**src/rtl/pio_pkg.sv**
```systemverilog
package pio_pkg;
  typedef enum logic [1:0] {
    SEL_A   = 2'd0,
    SEL_B   = 2'd1,
    SEL_C   = 2'd2,
    SEL_CFG = 2'd3
  } pio_sel_e;

  // direction bits, 1 = output; a at bit 0
  typedef struct packed {
    logic c_lo;
    logic b;
    logic c_hi;
    logic a;
  } pio_dir_t;

  localparam int unsigned CFG_GRP0_BIT = 6;
  localparam int unsigned CFG_GRP1_BIT = 7;
endpackage

```
**src/rtl/pio_cfg_reg.sv**
```systemverilog
module pio_cfg_reg
  import pio_pkg::*;
#(
  parameter int unsigned PORT_W = 8
) (
  input  logic              clk_i,
  input  logic              rst_ni,
  input  logic              wr_en_i,
  input  logic [PORT_W-1:0] wdata_i,
  output pio_dir_t          dir_o
);
  pio_dir_t dir_q;

  always_ff @(posedge clk_i or negedge rst_ni) begin
    if (!rst_ni) begin
      dir_q <= '0;
    end else if (wr_en_i) begin
      if (wdata_i[CFG_GRP0_BIT]) begin
        dir_q.a    <= wdata_i[0];
        dir_q.c_hi <= wdata_i[1];
      end
      if (wdata_i[CFG_GRP1_BIT]) begin
        dir_q.b    <= wdata_i[2];
        dir_q.c_lo <= wdata_i[3];
      end
    end
  end

  assign dir_o = dir_q;
endmodule

```
**src/rtl/pio_lane.sv**
```systemverilog
module pio_lane #(
  parameter int unsigned W = 8
) (
  input  logic         clk_i,
  input  logic         rst_ni,
  input  logic         wr_en_i,
  input  logic [W-1:0] wdata_i,
  input  logic         dir_out_i,
  input  logic [W-1:0] pin_i,
  output logic [W-1:0] pin_o,
  output logic [W-1:0] pin_oe_o,
  output logic [W-1:0] rdata_o
);
  logic [W-1:0] latch_q;

  // latch loads regardless of direction
  always_ff @(posedge clk_i or negedge rst_ni) begin
    if (!rst_ni)      latch_q <= '0;
    else if (wr_en_i) latch_q <= wdata_i;
  end

  assign pin_o    = latch_q;
  assign pin_oe_o = {W{dir_out_i}};
  assign rdata_o  = dir_out_i ? latch_q : pin_i;
endmodule

```
**src/rtl/pio_rd_mux.sv**
```systemverilog
module pio_rd_mux
  import pio_pkg::*;
#(
  parameter int unsigned PORT_W = 8
) (
  input  logic              cs_i,
  input  logic              rd_i,
  input  pio_sel_e          sel_i,
  input  logic [PORT_W-1:0] a_i,
  input  logic [PORT_W-1:0] b_i,
  input  logic [PORT_W-1:0] c_i,
  output logic [PORT_W-1:0] data_o,
  output logic              data_oe_o
);
  logic [PORT_W-1:0] sel_data;

  always_comb begin
    unique case (sel_i)
      SEL_A:   sel_data = a_i;
      SEL_B:   sel_data = b_i;
      SEL_C:   sel_data = c_i;
      default: sel_data = '0;  // config is write-only
    endcase
  end

  assign data_oe_o = cs_i & rd_i;
  assign data_o    = data_oe_o ? sel_data : '0;
endmodule

```
**src/rtl/pio_bus_port.sv**
```systemverilog
module pio_bus_port
  import pio_pkg::*;
#(
  parameter int unsigned PORT_W = 8
) (
  input  logic              clk_i,
  input  logic              rst_ni,
  input  logic              cs_i,
  input  logic [1:0]        addr_i,
  input  logic              rd_i,
  input  logic              wr_i,
  input  logic [PORT_W-1:0] data_i,
  output logic [PORT_W-1:0] data_o,
  output logic              data_oe_o,
  input  logic [PORT_W-1:0] pa_i,
  output logic [PORT_W-1:0] pa_o,
  output logic [PORT_W-1:0] pa_oe_o,
  input  logic [PORT_W-1:0] pb_i,
  output logic [PORT_W-1:0] pb_o,
  output logic [PORT_W-1:0] pb_oe_o,
  input  logic [PORT_W-1:0] pc_i,
  output logic [PORT_W-1:0] pc_o,
  output logic [PORT_W-1:0] pc_oe_o
);
  localparam int unsigned NIB_W = PORT_W / 2;

  pio_sel_e          sel;
  logic              wr_hit;
  logic              wr_a, wr_b, wr_c, wr_cfg;
  pio_dir_t          dir;
  logic [PORT_W-1:0] a_rd, b_rd, c_rd;
  logic [1:0]        c_dir;

  assign sel    = pio_sel_e'(addr_i);
  assign wr_hit = cs_i & wr_i;
  assign wr_a   = wr_hit && (sel == SEL_A);
  assign wr_b   = wr_hit && (sel == SEL_B);
  assign wr_c   = wr_hit && (sel == SEL_C);
  assign wr_cfg = wr_hit && (sel == SEL_CFG);

  pio_cfg_reg #(.PORT_W(PORT_W)) u_cfg (
    .clk_i   (clk_i),
    .rst_ni  (rst_ni),
    .wr_en_i (wr_cfg),
    .wdata_i (data_i),
    .dir_o   (dir)
  );

  pio_lane #(.W(PORT_W)) u_lane_a (
    .clk_i     (clk_i),
    .rst_ni    (rst_ni),
    .wr_en_i   (wr_a),
    .wdata_i   (data_i),
    .dir_out_i (dir.a),
    .pin_i     (pa_i),
    .pin_o     (pa_o),
    .pin_oe_o  (pa_oe_o),
    .rdata_o   (a_rd)
  );

  pio_lane #(.W(PORT_W)) u_lane_b (
    .clk_i     (clk_i),
    .rst_ni    (rst_ni),
    .wr_en_i   (wr_b),
    .wdata_i   (data_i),
    .dir_out_i (dir.b),
    .pin_i     (pb_i),
    .pin_o     (pb_o),
    .pin_oe_o  (pb_oe_o),
    .rdata_o   (b_rd)
  );

  // index 0 = lower half, 1 = upper half
  assign c_dir = {dir.c_hi, dir.c_lo};

  for (genvar h = 0; h < 2; h++) begin : g_c_half
    pio_lane #(.W(NIB_W)) u_lane_c (
      .clk_i     (clk_i),
      .rst_ni    (rst_ni),
      .wr_en_i   (wr_c),
      .wdata_i   (data_i[h*NIB_W +: NIB_W]),
      .dir_out_i (c_dir[h]),
      .pin_i     (pc_i[h*NIB_W +: NIB_W]),
      .pin_o     (pc_o[h*NIB_W +: NIB_W]),
      .pin_oe_o  (pc_oe_o[h*NIB_W +: NIB_W]),
      .rdata_o   (c_rd[h*NIB_W +: NIB_W])
    );
  end

  pio_rd_mux #(.PORT_W(PORT_W)) u_rd_mux (
    .cs_i      (cs_i),
    .rd_i      (rd_i),
    .sel_i     (sel),
    .a_i       (a_rd),
    .b_i       (b_rd),
    .c_i       (c_rd),
    .data_o    (data_o),
    .data_oe_o (data_oe_o)
  );
endmodule

```
**config.mk**
```make
export PLATFORM = sky130hd
export DESIGN_NAME = pio_bus_port
export DESIGN_NICKNAME = d
export VERILOG_FILES = /design/src/rtl/pio_pkg.sv /design/src/rtl/pio_cfg_reg.sv /design/src/rtl/pio_lane.sv /design/src/rtl/pio_rd_mux.sv /design/src/rtl/pio_bus_port.sv
export SDC_FILE = /design/constraint.sdc
export NUM_CORES = 1
export LEC_CHECK = 0
export ABC_AREA = 1
export BUFFER_PORTS_ARGS = -buffer_cell sky130_fd_sc_hd__buf_2
export CORE_UTILIZATION = 23
export DETAILED_ROUTE_END_ITERATION = 10
export HOLD_SLACK_MARGIN = 0.1
export PLACE_DENSITY = 0.45
export SYNTH_ARGS = -nofsm -noshare
export SYNTH_HDL_FRONTEND = slang
export SYNTH_SLANG_ARGS = --single-unit
```
**constraint.sdc**
```tcl
create_clock -name clk_i -period 2 [get_ports clk_i]
set_input_delay 0.1 -clock clk_i [delete_from_list [all_inputs] [get_ports clk_i]]
set_output_delay 0.1 -clock clk_i [all_outputs]
set_load 0.02 [all_outputs]
```
* Word-level counts from Yosys, hierarchy flattened *
Index checks and enable logic that the tools add are counted.

cells by class
  $lt $le $gt $ge = 0
  divide/modulo/power cells = 0
  $mul = 0
  shifts and indexed selects = 0
  reduce and logical (&&, ||, !) cells = 7
  muxes and demuxes = 6
  $add $sub $neg = 0
  eq/ne operators = 3
  bitwise logic cells = 2

operator list
  operator                                                                number
  8-bit 2-to-1 mux                                                        3
  8-bit one-hot mux with 3 select lines                                   1
  4-bit 2-to-1 mux                                                        2
  2-bit equality test (second input constant)                             2
  1-bit logical AND                                                       4
  2-bit AND reduction                                                     2
  1-bit AND                                                               2
  2-bit by 1-bit equality test with 1-bit output (second input constant)  1
  2-bit zero test                                                         1

storage, ports and cells
  bits in latches = 0
  memory bits (writable) = 0
  memories = 0
  memory bits (read-only) = 0
  input port bits = 39
  flip-flop bits (word level) = 28
  logic and storage cells = 26

* Longest topological paths before layout *
Gate-level depths: netlist of the first run.

  depth after elaboration = 3
  depth in mapped cells = 8
  mapped depth without buffers = 7

* Modules after synthesis *
Synthesis of the first run repeated with hierarchy kept, for this count alone.

second synthesis, totals
  cell total of the unflattened synthesis = 288
  area, all modules = 1868.0 um2

modules (own cells, without submodules)
  module                                instances  area an instance (um2)  seq. area each (um2)  cells an instance
  pio_lane at u_lane_a ...              2          470.5                   200.2                 68
  pio_lane at g_c_half[0].u_lane_c ...  2          227.7                   100.1                 34
  pio_rd_mux                            1          272.8                   0.0                   55
  pio_cfg_reg                           1          157.7                   100.1                 18
  pio_bus_port                          1          41.3                    0.0                   11

* Worst setup path after synthesis of the first run *
Ideal clock, no wire load.

  path kind = register to output
  start = register u_cfg.dir_q, in the netlist u_cfg.dir_o[2]
  end = output port data_o[5]
  data required time = 1.900 ns
  arrival = 1.179 ns
  path slack = 0.721 ns
  stages on the path, launching flop included = 9
  cell sequence = dfrtp_1 > buf_2 > inv_1 > nand2_1 > nand2_1 > nand2_1 > nand3_1 > nand2_1 > inv_1

between the ends
  longest elaborated chain between the ends = 3

RTL lines
  item                                   line                text
  start, declared                        pio_cfg_reg.sv:12   pio_dir_t dir_q;
  8-bit 2-to-1 mux                       pio_lane.sv:24      assign rdata_o = dir_out_i ? latch_q : pin_i;
  8-bit one-hot mux with 3 select lines  pio_rd_mux.sv:18    unique case (sel_i)
  8-bit 2-to-1 mux                       pio_rd_mux.sv:27    assign data_o = data_oe_o ? sel_data : '0;
  end, declared                          pio_bus_port.sv:13  output logic [PORT_W-1:0] data_o,

Every way passes these cells.

* Worst setup path in the final report of the first run *
  start = register u_cfg.dir_q, in the netlist u_cfg.dir_o[0]
  end = output port data_o[6]

Same word-level chain as after synthesis.

==> out/metrics.yaml, run 1 <==
synth:
  yosysWarnings: 0
  ys.flop_type: "dfrtp_1"
  synth_area_leaders: "dfrtp_1 37%, nand2_1 23%, buf_4 9.4%, o21ai_2 7.8%, inv_1 7.7%"
  synthDistinctLibCells: 16
  seq_area_frac_synth_pct: 36.6
  synth_nets: 312
  syn-cell-area_mm2: 0.00191
  ys_async_sr_fraction_pct: 100
  yosys_register_bits: 28
  synthTopCellsByCount: "118 x nand2_1, 39 x inv_1, 28 x dfrtp_1"
  synth_edf_count: 0
  synth_area_per_cell_um2: 7.00
  netlist.area_leader.share_pct: 36.6
  yosysTopAreaCell: "dfrtp_1"
  postSynthCellCount: 273
  yosysMostFrequentCell: "nand2_1"
sta:
  fin_ws_ns: 0.323
  finalCriticalPeriod_ns: 1.68
  tightest_slew_ns: 0.677
  timing.setup.tns_ns: 0
  drv_slew: 0
  holdWs_ns: 0.124
  clock_skew_ns: 0
  setup_viol: 0
  slew_headroom_pct: 54.8
  hold_viol: 0
  rsz0062_at_grt: "no"
  min_period_over_period_pct: 83.9
  fmax_mhz: 596
clock_network:
  cts_buffer_depth: 2
  cts_root_buf: "clkbuf_8"
  ctsResizeCount: 0
  cts_made_buffers: 3
  clock_latency_ns: 0.28
  htreeDepth: 1
  clkTransAtPathRegs_ns: 0.10
  cts_tree: "yes"
  clock-sinks: 28
placement:
  pre_cts_slack_ns: 0.638
  portBuffers: 95
  gp_congestion: 0.795
  dp_hpwl_um: 4610
  dp.cells: 443
  placed_cell_area_mm2: 0.00231
worst_setup_path:
  path_class: "reg -> out"
  slowest_delay_ns: 0.51
  cp_cell_sequence: "inv_1, nand2_1, nand3_1, nand3_1, nand2_1, inv_1, buf_2"
  critPathCaptureType: "primary output"
  critPathLaunchType: "flip-flop"
  slowest_stage: "dfrtp_1"
  crit_buf_inv: 3
  worstPathRequired_ns: 1.90
  cp_max_fo: 11
  critPathArrivalTime_ns: 1.58
  cp_top_family: "flip-flops"
final_layout:
  multi_input_area_um2: 830
  ff_latch_area_um2: 701
  fin_area_mm2: 0.00245
  finish.utilization_pct: 31.1
  diodes: 0
  n_fill_cell: 902
  layout.nets: 394
  final_layout_size_suffix_gt1_share_pct: 37.0
  area_delta_synth_final_pct: 28.2
  finalNonFillerCells: 456
die:
  rows: 32
  core_area_mm2: 0.00789
  dieHeight_um: 93.2
  initial_core_util_pct: 24.2
  pin_count: 96
  dieArea_mm2: 0.00868
  die_w_um: 93.2
route:
  vias: 1849
  wl_um: 5780
  drc: 0
  ant_nets: 0
  first_pass_iters: 4
  drt_iter0_drc: 71
  viasPerCell: 4.05
  wire_per_inst_um: 12.7
global_routing:
  antenna_found_initial: 0
  gr-total-overflow: 0
  grt_usage_pct: 13.7
  grt_pass1_vias: 1745
  grt_start_max_net_pins: 29
  grt_pass1_wl_um: 9090
run:
  cap_violations: 0
pwr:
  ir_drop_uv: 276
  power_density_mw_per_mm2: 842
  p_leak_nw: 1.51
  p_total_mw: 2.06
status:
  outcome: "finished, final reports clean"
worst_hold_path:
  hp-class: "in -> reg"
[timing repair]
action | CTS | global route
hold endpoints to repair | 32 | 0
setup buffers | 0 | 0
hold buffers | 9 | 0
[layout by cell type, fill, tap and decap left out]
| cell type | instances |
|---|---|
| nand2_1 | 118 |
| clkinv_1 | 1 |
| dlygate4sd3_1 | 9 |
| nor3_2 | 1 |
| o21ai_2 | 17 |
| nor2_4 | 2 |
| nand2_4 | 3 |
| clkbuf_8 | 4 |
| buf_2 | 95 |
| dfrtp_1 | 28 |
| nor2_2 | 1 |
| inv_2 | 2 |
| nand3_1 | 21 |
| nand2_2 | 4 |
| inv_1 | 39 |
| buf_4 | 2 |
| o21ai_1 | 7 |
[cell type report]
class | instances | area share, %
clock buffer | 4 | 2.25
inverter | 42 | 6.43
multi-input combinational | 174 | 33.8
sequential | 28 | 28.6
tap | 102 | 5.21
timing repair buffer | 106 | 23.7
[power by group]
part / switching, mW / total, mW / leakage (nW) / internal, mW
Clock: 0.190 / 0.367 / 0.0288 / 0.177
Combinational: 0.602 / 0.914 / 1.12 / 0.312
Sequential: 0.110 / 0.783 / 0.353 / 0.673
[per-layer routing]
layer / track usage, % / part of all wire (%) / vias up
met5: 0 / 0 / -
met4: 3.85 / 0.83 / 0
met3: 2.93 / 7.2 / 6
met2: 22.1 / 47 / 65
met1: 18.5 / 45 / 814
li1: - / - / 964
[flip-flops by register name (all words and copies together), names as in the netlist]
signal,count
u_lane_a.pin_o,8
u_cfg.dir_o,4
u_lane_b.pin_o,8
g_c_half.u_lane_c.pin_o,8
[cells by family (layout without fill, tap and decap cells)]
| logic type | count (synthesis) | after routing | synth area share (%) |
|---|---|---|---|
| simple gates | 150 | 150 | 33.8 |
| flops | 28 | 28 | 36.6 |
| buf+inv | 71 | 152 | 20.0 |
| compound gates | 24 | 24 | 9.62 |
[path summary, 6_finish.rpt]
path | startpoint | slack, ns | endpoint | cells past startpoint
max | u_cfg.dir_o[0]$_DFFE_PN0P_ | 0.32 | data_o[6] | 7
min | data_i[7] | 0.12 | u_cfg.dir_o[3]$_DFFE_PN0P_ | 4
max reg2reg | u_cfg.dir_o[2]$_DFFE_PN0P_ | 1.19 | u_cfg.dir_o[2]$_DFFE_PN0P_ | 3
min reg2reg | g_c_half[1].u_lane_c.pin_o[2]$_DFFE_PN0P_ | 0.52 | g_c_half[1].u_lane_c.pin_o[2]$_DFFE_PN0P_ | 2
max in group asynchronous | rst_ni | 1.16 | u_lane_b.pin_o[5]$_DFFE_PN0P_ | 2
min in group asynchronous | rst_ni | 0.40 | g_c_half[0].u_lane_c.pin_o[0]$_DFFE_PN0P_ | 2
[worst reg2reg max path: stages (launching register included)]
cell and delay (ns):
dfrtp_1 0.39, buf_4 0.19, nand2_1 0.08, nand2_1 0.05
Power figures use the tool's default switching activity.
==> run 2: changes to the inputs <==
==> constraint.sdc (replaced) <==
create_clock -name clk_i -period 1.64 [get_ports clk_i]
set_input_delay 0.082 -clock clk_i [delete_from_list [all_inputs] [get_ports clk_i]]
set_output_delay 0.082 -clock clk_i [all_outputs]
set_load 0.02 [all_outputs]
==> out/metrics.yaml, run 2 (synthesis gave the netlist of run 1 again) <==
die:
  initial_core_util_pct: 24.2
  dieArea_mm2: 0.00868
  rows: 32
  core_area_mm2: 0.00789
  die_w_um: 93.2
  pin_count: 96
  dieHeight_um: 93.2
worst_setup_path:
  worstPathRequired_ns: 1.56
  rr_worst_depth: 3
  crit_buf_inv: 3
  path_class: "reg -> out"
  cp_max_fo: 8
  critPathLaunchType: "flip-flop"
  critPathCaptureType: "primary output"
  cp_top_family: "flip-flops"
  cp_cell_sequence: "inv_1, nand2_1, nand3_1, nand3_1, nand2_1, inv_1, buf_2"
  slowest_stage: "dfrtp_1"
  critPathArrivalTime_ns: 1.42
  critical_path_cell_count: 7
  slowest_delay_ns: 0.40
global_routing:
  grt_pass1_vias: 1763
  grt_pass1_wl_um: 9200
  grt_start_max_net_pins: 29
  grt_usage_pct: 14.1
  antenna_found_initial: 0
  gr-total-overflow: 0
final_layout:
  layout.nets: 395
  finish.utilization_pct: 31.2
  area_delta_synth_final_pct: 28.8
  finalNonFillerCells: 457
  final_common_cell: "nand2_1"
  n_fill_cell: 900
  diodes: 0
  final_layout_size_suffix_gt1_share_pct: 38.6
  layout_common_cells: "118 x nand2_1, 95 x buf_2, 37 x inv_1, 26 x dfrtp_1, 21 x nand3_1"
run:
  cap_violations: 0
clock_network:
  htreeDepth: 1
  cts_buffer_depth: 2
  cts_tree: "yes"
  clkTransAtPathRegs_ns: 0.10
  cts_made_buffers: 3
  cts_root_buf: "clkbuf_8"
  clock_latency_ns: 0.27
  clock-sinks: 28
route:
  drc: 0
  first_pass_iters: 4
  wire_per_inst_um: 12.6
  drt_iter0_drc: 101
  vias: 1857
  viasPerCell: 4.06
  wl_um: 5760
  ant_nets: 0
pwr:
  p_total_mw: 2.54
  clkPwrFrac_pct: 17.3
  sequentialPowerShare_pct: 37.5
  swShare_pct: 43.3
  p_switching_mw: 1.10
  internal_power_mw: 1.44
  power_density_mw_per_mm2: 1030
  p_comb_share_pct: 45.2
  ir_drop_uv: 377
  p_leak_nw: 1.51
worst_hold_path:
  hp-class: "in -> reg"
  holdPathStages: 4
sta:
  slew_headroom_pct: 56.2
  min_period_over_period_pct: 91.4
  fmax_mhz: 667
  holdWs_ns: 0.103
  hold_viol: 0
  setup_viol: 0
  clock_skew_ns: 0
  tightest_slew_ns: 0.657
  finalCriticalPeriod_ns: 1.50
  drv_slew: 0
  rsz0062_at_grt: "no"
  timing.setup.tns_ns: 0
status:
  outcome: "finished, final reports clean"
placement:
  portBuffers: 95
  dp.cells: 444
  dp_hpwl_um: 4710
  gp_congestion: 0.755
[run 2: power by group through the flow]
stage / sequential (mW) / combinational, mW / clock [mW]
after global routing: 0.979 / 1.27 / 0.490
after floorplan: 1.09 / 0.736 / 0
after global placement: 0.967 / 1.13 / 0
final: 0.950 / 1.15 / 0.438
after detailed placement: 0.967 / 1.13 / 0
after CTS: 0.953 / 1.15 / 0.455
[run 2: repair_timing]
action	4_1_cts	5_1_grt
buffers inserted	0	1
hold buffers	8	0
resized for setup	0	5
setup endpoints to repair	0	8
endpoints found under the hold margin	32	0
[run 2: layout make-up]
cell class	count	area, um2	share of cell area, %
sequential	28	703	28.6
inverter	42	158	6.40
timing repair buffer	107	589	23.9
clock buffer	4	55.1	2.24
tap	102	128	5.18
multi-input combinational	174	830	33.7
[run 2: metrics by stage]
step	instance area (um2)	setup WS [ns]
floorplan	1910	0.379
global placement	2310	0.397
detailed placement	2310	0.382
CTS	2450	0.0539
global route	2460	0.00683
finish	2460	0.141
[run 2: worst paths after layout]
kind	from	end	slack, ns
max in group asynchronous	rst_ni	u_cfg.dir_o[3]$_DFFE_PN0P_	0.82
hold reg to reg	g_c_half[0].u_lane_c.pin_o[3]$_DFFE_PN0P_	g_c_half[0].u_lane_c.pin_o[3]$_DFFE_PN0P_	0.52
hold / removal	data_i[6]	u_cfg.dir_o[1]$_DFFE_PN0P_	0.10
min in group asynchronous	rst_ni	g_c_half[0].u_lane_c.pin_o[0]$_DFFE_PN0P_	0.37
setup reg to reg	u_cfg.dir_o[1]$_DFFE_PN0P_	u_cfg.dir_o[1]$_DFFE_PN0P_	0.82
setup / recovery	u_cfg.dir_o[0]$_DFFE_PN0P_	data_o[1]	0.14
[run 2: worst register-to-register path: cells and delay by family, from the launching register on]
family                 cells  cell delay [ns]
and+or+nand+nor            2             0.10
DFF                        1             0.46
buffers and inverters      1             0.16
[run 2: layer usage]
metal  vias up  GRT usage [%]  share of wire, %
met4         0           3.46              0.92
met2        63           23.2                46
met5         -              0                 0
met1       821           19.2                46
li1        968              -                 -
met3         5           2.28               6.5
